==> src/rtl/pwr_mode_ctl.sv <==
module pwr_mode_ctl #(
  parameter int SYNC_STAGES = 2
) (
  input  logic       clk,
  input  logic       rst_n,
  input  logic       sys_pwr,
  input  logic       vsense_low,
  input  logic       pll_lock,
  input  logic       pbtn,
  input  logic       wake_tmo,
  input  logic       bat_ok,
  input  logic       req_disp,
  input  logic       req_sleep,
  input  logic       flag_clr_we,
  input  logic [7:0] flag_clr,
  output logic [1:0] mode,
  output logic [7:0] irq_flags
);

  localparam logic [1:0] M_NORM = 2'b00;
  localparam logic [1:0] M_BRN  = 2'b01;
  localparam logic [1:0] M_DISP = 2'b10;
  localparam logic [1:0] M_SLP  = 2'b11;
  localparam int TOP = SYNC_STAGES - 1;

  logic [TOP:0] pw_sh, vl_sh, pb_sh;
  logic         pb_prev, lock_q;
  logic [1:0]   mode_d;
  logic         lock_d;
  logic [7:0]   flag_set;

  always_ff @(posedge clk or negedge rst_n) begin
    if (!rst_n) begin
      pw_sh   <= '0;
      vl_sh   <= '1;
      pb_sh   <= '0;
      pb_prev <= 1'b0;
    end else begin
      pw_sh   <= {pw_sh[TOP-1:0], sys_pwr};
      vl_sh   <= {vl_sh[TOP-1:0], vsense_low};
      pb_sh   <= {pb_sh[TOP-1:0], pbtn};
      pb_prev <= pb_sh[TOP];
    end
  end

  wire pwr_ok  = pw_sh[TOP] & ~vl_sh[TOP];
  wire pb_rise = pb_sh[TOP] & ~pb_prev;
  wire wake_ev = pb_rise | wake_tmo;

  always_comb begin
    mode_d = mode;
    lock_d = lock_q;
    if (mode == M_NORM) begin
      if (!pwr_ok) mode_d = M_BRN;
    end else if (pwr_ok) begin
      lock_d = 1'b0;
      mode_d = pll_lock ? M_NORM : M_BRN;
    end else if (!bat_ok || lock_q) begin
      lock_d = 1'b1;
      mode_d = M_SLP;
    end else if (mode == M_BRN) begin
      if (req_sleep)     mode_d = M_SLP;
      else if (req_disp) mode_d = M_DISP;
    end else if (wake_ev) begin
      mode_d = M_BRN;
    end
  end

  assign flag_set = {(mode == M_NORM) && (mode_d != M_NORM),
                     (mode != M_NORM) && (mode_d == M_NORM),
                     wake_tmo, pb_rise, 4'b0000};

  always_ff @(posedge clk or negedge rst_n) begin
    if (!rst_n) begin
      mode      <= M_BRN;
      lock_q    <= 1'b0;
      irq_flags <= '0;
    end else begin
      mode      <= mode_d;
      lock_q    <= lock_d;
      irq_flags <= (irq_flags & ~(flag_clr_we ? flag_clr : 8'h00)) | flag_set;
    end
  end


  pll_fall_flag_chk: assert property (@(posedge clk) disable iff (!rst_n)
    (mode == M_NORM && !pwr_ok) |=> (mode == M_BRN && irq_flags[7]));


  no_unlocked_norm_chk: assert property (@(posedge clk) disable iff (!rst_n)
    (mode != M_NORM && !pll_lock) |=> (mode != M_NORM));


  pll_rise_flag_chk: assert property (@(posedge clk) disable iff (!rst_n)
    (mode != M_NORM && pwr_ok && pll_lock) |=> (mode == M_NORM && irq_flags[6]));


  sleep_latch_chk: assert property (@(posedge clk) disable iff (!rst_n)
    (lock_q && !pwr_ok) |=> (mode == M_SLP));


  flag_hold_chk: assert property (@(posedge clk) disable iff (!rst_n)
    (irq_flags[5] && !(flag_clr_we && flag_clr[5])) |=> irq_flags[5]);


  low_bits_zero_chk: assert property (@(posedge clk) disable iff (!rst_n)
    irq_flags[3:0] == 4'b0000);

endmodule

==> config.mk <==
export PLATFORM = sky130hd
export DESIGN_NAME = pwr_mode_ctl
export DESIGN_NICKNAME = d
export VERILOG_FILES = /design/src/rtl/pwr_mode_ctl.sv
export SDC_FILE = /design/constraint.sdc
export NUM_CORES = 1
export LEC_CHECK = 0
export BUFFER_PORTS_ARGS = -buffer_cell sky130_fd_sc_hd__buf_2
export CORE_MARGIN = 1.5
export CORE_UTILIZATION = 47
export DETAILED_ROUTE_END_ITERATION = 12
export PLACE_DENSITY = 0.9
export SYNTH_ARGS = -nofsm -noshare
export SYNTH_HDL_FRONTEND = slang
export SYNTH_SLANG_ARGS = --single-unit
==> constraint.sdc <==
create_clock -name clk -period 3.5 [get_ports clk]
set_input_delay 0 -clock clk [delete_from_list [all_inputs] [get_ports clk]]
set_output_delay 0 -clock clk [all_outputs]
set_load 0.005 [all_outputs]
==> Yosys cells after proc, flatten, opt, wreduce, memory -nomap -nowiden <==
Index checks and enable logic that the tools add are counted.
W data, S select, Z words.
{ "word_totals": {"register_bits": 18, "input_bits": 19, "output_inout_bits": 10} }
{ "classes": {"n_eq_ne": 1, "mux": 12, "n_bitwise": 9, "reduce_logical": 10} }
{ "ops": {"columns": ["op", "count"], "rows": [
  ["$mux W2", 8],
  ["$and A8 B8 Y8", 1],
  ["$mux W8", 1],
  ["$not A8 Y8", 1],
  ["$or A8 B8 Y8", 1],
  ["$reduce_bool A2 Y1", 3],
  ["$logic_not A2 Y1", 2],
  ["$mux W1", 3],
  ["$not A1 Y1", 3],
  ["$and A1 B1 Y1", 2],
  ["$eq A2 B1 Y1 const B", 1],
  ["$logic_and A1 B1 Y1", 2],
  ["$reduce_and A2 Y1", 1],
  ["$logic_not A1 Y1", 1],
  ["$logic_or A1 B1 Y1", 1],
  ["$or A1 B1 Y1", 1]
]} }

==> Longest topological paths before layout <==
{ "depth": {"ltp_word": 11, "ltp_mapped": 4, "ltp_nobuf": 4} }

==> Least setup slack after synthesis <==
OpenSTA, ideal clock, no wires.
{ "synth_path": {"path_type": "reg2reg", "start": "register mode[0]", "end": "register irq_flags[6]", "setup_ns": 0.092, "t_arrival_ns": 1.332, "required_time_ns": 3.408, "slack_ns": 2.076, "stages_incl_launch_ff": 5, "path_buffers": 0, "synth_period_minus_slack_ns": 1.424, "cell_sequence": "dfstp_2 -> nand4bb_1 -> o31a_1 -> o32a_1 -> o31ai_2"} }
{ "synth_via": {"elab_chain_cells": 9, "elab_cells_between_ends": 14, "cone_classes": "1 x eq/ne; 8 x mux; 1 x bitwise; 4 x reduce/logical"} }
{ "synth_lines": {"columns": ["item", "line_no", "text"], "rows": [
  ["start: declaration", "16", "output logic [1:0] mode,"],
  ["start signal: assignment", "79", "mode <= mode_d;"],
  ["$mux W2", "63", "else if (req_disp) mode_d = M_DISP;"],
  ["$mux W2", "62", "if (req_sleep) mode_d = M_SLP;"],
  ["$mux W2", "61", "end else if (mode == M_BRN) begin"],
  ["$mux W2", "58", "end else if (!bat_ok || lock_q) begin"],
  ["$mux W2", "55", "end else if (pwr_ok) begin"],
  ["$mux W2 (*)", "53", "if (mode == M_NORM) begin"],
  ["via mode_d[0]", "28", "logic [1:0] mode_d;"],
  ["$logic_not A2 Y1 (*)", "70", "(mode != M_NORM) && (mode_d == M_NORM),"],
  ["$logic_and A1 B1 Y1 (*)", "70", null],
  ["$or A8 B8 Y8 (*)", "81", "irq_flags <= (irq_flags & ~(flag_clr_we ? flag_clr : 8'h00)) | flag_set;"],
  ["end signal: assignment", "81", null],
  ["end: declaration", "17", "output logic [7:0] irq_flags"]
]} }
The timed path passes the listed nets; every way through them passes the cells marked *.
A chain may end at the register's enable or synchronous reset.

==> Final worst setup path <==
{ "layout_path": {"start": "register vl_sh[1]", "end": "register irq_flags[6]"} }
{ "layout_via": {"elab_chain_cells": 7, "elab_cells_between_ends": 8, "cone_classes": "3 x mux; 3 x bitwise; 2 x reduce/logical"} }
{ "layout_lines": {"columns": ["item", "line_no", "text"], "rows": [
  ["start: declaration", "26", "logic [TOP:0] pw_sh, vl_sh, pb_sh;"],
  ["start signal: assignment", "40", "vl_sh <= {vl_sh[TOP-1:0], vsense_low};"],
  ["$not A1 Y1 (*)", "46", "wire pwr_ok = pw_sh[TOP] & ~vl_sh[TOP];"],
  ["$and A1 B1 Y1 (*)", "46", null],
  ["$mux W2, on equally long branches", "55, 54", null],
  ["$mux W2 (*)", "53", null],
  ["via mode_d[0]", "28", null],
  ["$logic_not A2 Y1 (*)", "70", null],
  ["$logic_and A1 B1 Y1 (*)", "70", null],
  ["$or A8 B8 Y8 (*)", "81", null]
]} }
Marks and branches as above.

==> qor.txt <==
Status = complete, no violations
Antenna violations before repair = 0
Most frequent cells in the layout = buf_2, dfrtp_1, dlygate4sd3_1, nand2_1
Critical path's slowest cell = dfstp_2
Fmax = 0.6488 GHz
Top-area cell type share of the netlist area = 56.71%
CTS root buf = clkbuf_4
Fin. max-slew vios = 0
Area post-placement = 820.8 um2
Routed Antenna Nets = 0
Drt pass-1 iters = 4
Post-place setup slack = 1985 ps
Drt wl/cell = 13.61 um
# DRC = 0
Cell taking the most area after synthesis = dfrtp_1
Via count = 557
CP max FO = 6
Vias in the first global route = 506
CP bufs+invs = 0
HP Class = in -> reg
Die X = 40.53 um
Arrival time of the worst setup path = 1740 ps
Avg Inst Size Synth = 13.51 um2
Tcrit/Tclk final = 44.04%
Crit Path Class = reg -> reg
Port bufs = 28
H-Tree Depth = 1
Hold Startpoint = flag_clr_we
Hold_buf cts = 12
I/O Pins = 29
CP Capture Type = flip-flop
Synth Net Count = 68
Yosys cell types = 19
Num Clock Sinks = 18
Grt ovf = 0
R2R Setup Slk = 1960 ps
TritonCTS clock tree = done
Main area contributors after synthesis = dfrtp_1, dfstp_2, a21boi_0
Die H = 40.53 um
Pin count of the biggest net entering global routing = 19
Number of antenna diodes = 0
Mapped cell area = 661.9 um2
Worst r2r dst = irq_flags[6]
Worst Tran Pin Value = 390.5 ps
Most common cell after layout, fill and taps aside = buf_2
Synth Instances = 49
Iteration-0 DRC Markers = 6
Reg2reg start = vl_sh[1]
Ys Warns = 0
Leakage = 0.0004698 uW
Peak supply drop = 283.9 uV
Max incr delay on CP = 520 ps
Min Hold Slack = 14.79 ps
Critical Path Source Type = flip-flop
Synthesized flop and latch total = 18
Minimum clock period = 1541 ps
Gr usage total = 21.71%
Area delta synth->final = 46.12%
Post-synthesis sequential area ratio = 68.62%
GP Congestion = 0.6562
Worst Clk Skew = 3.379 ps
Cts repair resizes = 0
Die Area = 1642 um2
Core Area = 1301 um2
Clock buffer count from CTS = 3
Via-to-Cell Ratio = 5.157
Final wirelength = 1470 um
Final core occ = 74.33%
Max-capacitance violation count = 0
First-pass GRT wire length = 2208 um
RSZ-0062 raised after global routing = no
Share of cells above drive strength 1 = 38.71%
Worst path required time = 3700 ps
DP Wirelength = 939.6 um
Postcts setup bufs = 0
Final setup margin = 1959 ps
Worst Hold Path EP = irq_flags[1]
Initial core utilization = 50.87%
Final net count = 113
Clk Latency, worst-skew pair = 280 ps
PwrDens = 400.9 nW/um2
Final instance area = 967.2 um2
CTS Buffer Depth = 2
CP top delay family = compound AO/OA/AOI/OAI gates
Worst reg-to-reg path cell count = 4
Final setup viols = 0
Post-Route Setup TNS = 0 ps
Slew margin rel. = 73.97%
Hold Vio Cnt, Final = 0
Clock slew at reported path FFs = 90 ps
Critical path cell sequence = nand2b_1 -> o21ai_0 -> o32a_1 -> o31ai_2
# rows = 13
Hold-critical path depth = 2
where the power goes:
group | switching [uW] | total (uW) | internal [uW] | leakage (uW)
clock network | 55.8 | 100 | 44.2 | 0.0000150
registers | 8.15 | 230 | 222 | 0.000216
logic | 24.7 | 57.8 | 33.2 | 0.000239
cells in the mapped netlist:
master,n
a21o_1,2
nand4bb_1,1
o31ai_2,1
o21ai_0,2
a22o_1,1
nand2_1,5
o21a_1,1
dfrtp_1,15
nand2b_1,2
o21bai_1,1
o22a_1,1
nor2b_4,1
a21oi_1,2
dfstp_2,3
nor2_1,4
a21boi_0,4
o31a_1,1
o32a_1,1
nor3b_1,1
how the worst max path moves through the flow:
stage,from,end,cells past startpoint
6_report,vl_sh[1],irq_flags[6],4
5_1_grt,vl_sh[1],irq_flags[6],4
4_1_cts,vl_sh[1],irq_flags[6],4
3_5_place_dp,vl_sh[1],irq_flags[6],4
3_3_place_gp,vl_sh[1],irq_flags[6],4
2_1_floorplan,mode[0],irq_flags[6],4
flip-flops by register name, summed over array words and instances, names as in the netlist:
name,cells
pb_sh,2
pb_prev,1
lock_q,1
mode,2
irq_flags,8
vl_sh,2
pw_sh,2
through the flow:
stage          std cells  power (uW)
2_1_floorplan         49       252.9
3_3_place_gp          92       277.8
3_5_place_dp          92       280.5
4_1_cts              108       391.8
5_1_grt              108       411.3
6_report             108       387.8
cell families after synthesis:
group / synth area share [%]
simple gates: 11.91
flops: 68.62
compound gates: 19.47
area by class of cell:
| class | instances | area (um2) |
|---|---|---|
| well taps | 15 | 18.77 |
| fillers | 92 | 334.1 |
| flip-flops and latches | 18 | 454.2 |
| repair buffers | 40 | 260.3 |
| clock buffers | 4 | 26.28 |
| multi-input cells | 31 | 207.7 |
routing by layer:
layer	up-vias	wire length, um	part of all wire, %	GRT usage, %
li1	264	-	-	-
met1	268	615	42	28.62
met2	23	762	52	32.94
met3	2	78	5.3	6.111
met4	0	14	0.95	10.00
met5	-	0	0	0
Power figures use the tool's default switching activity.
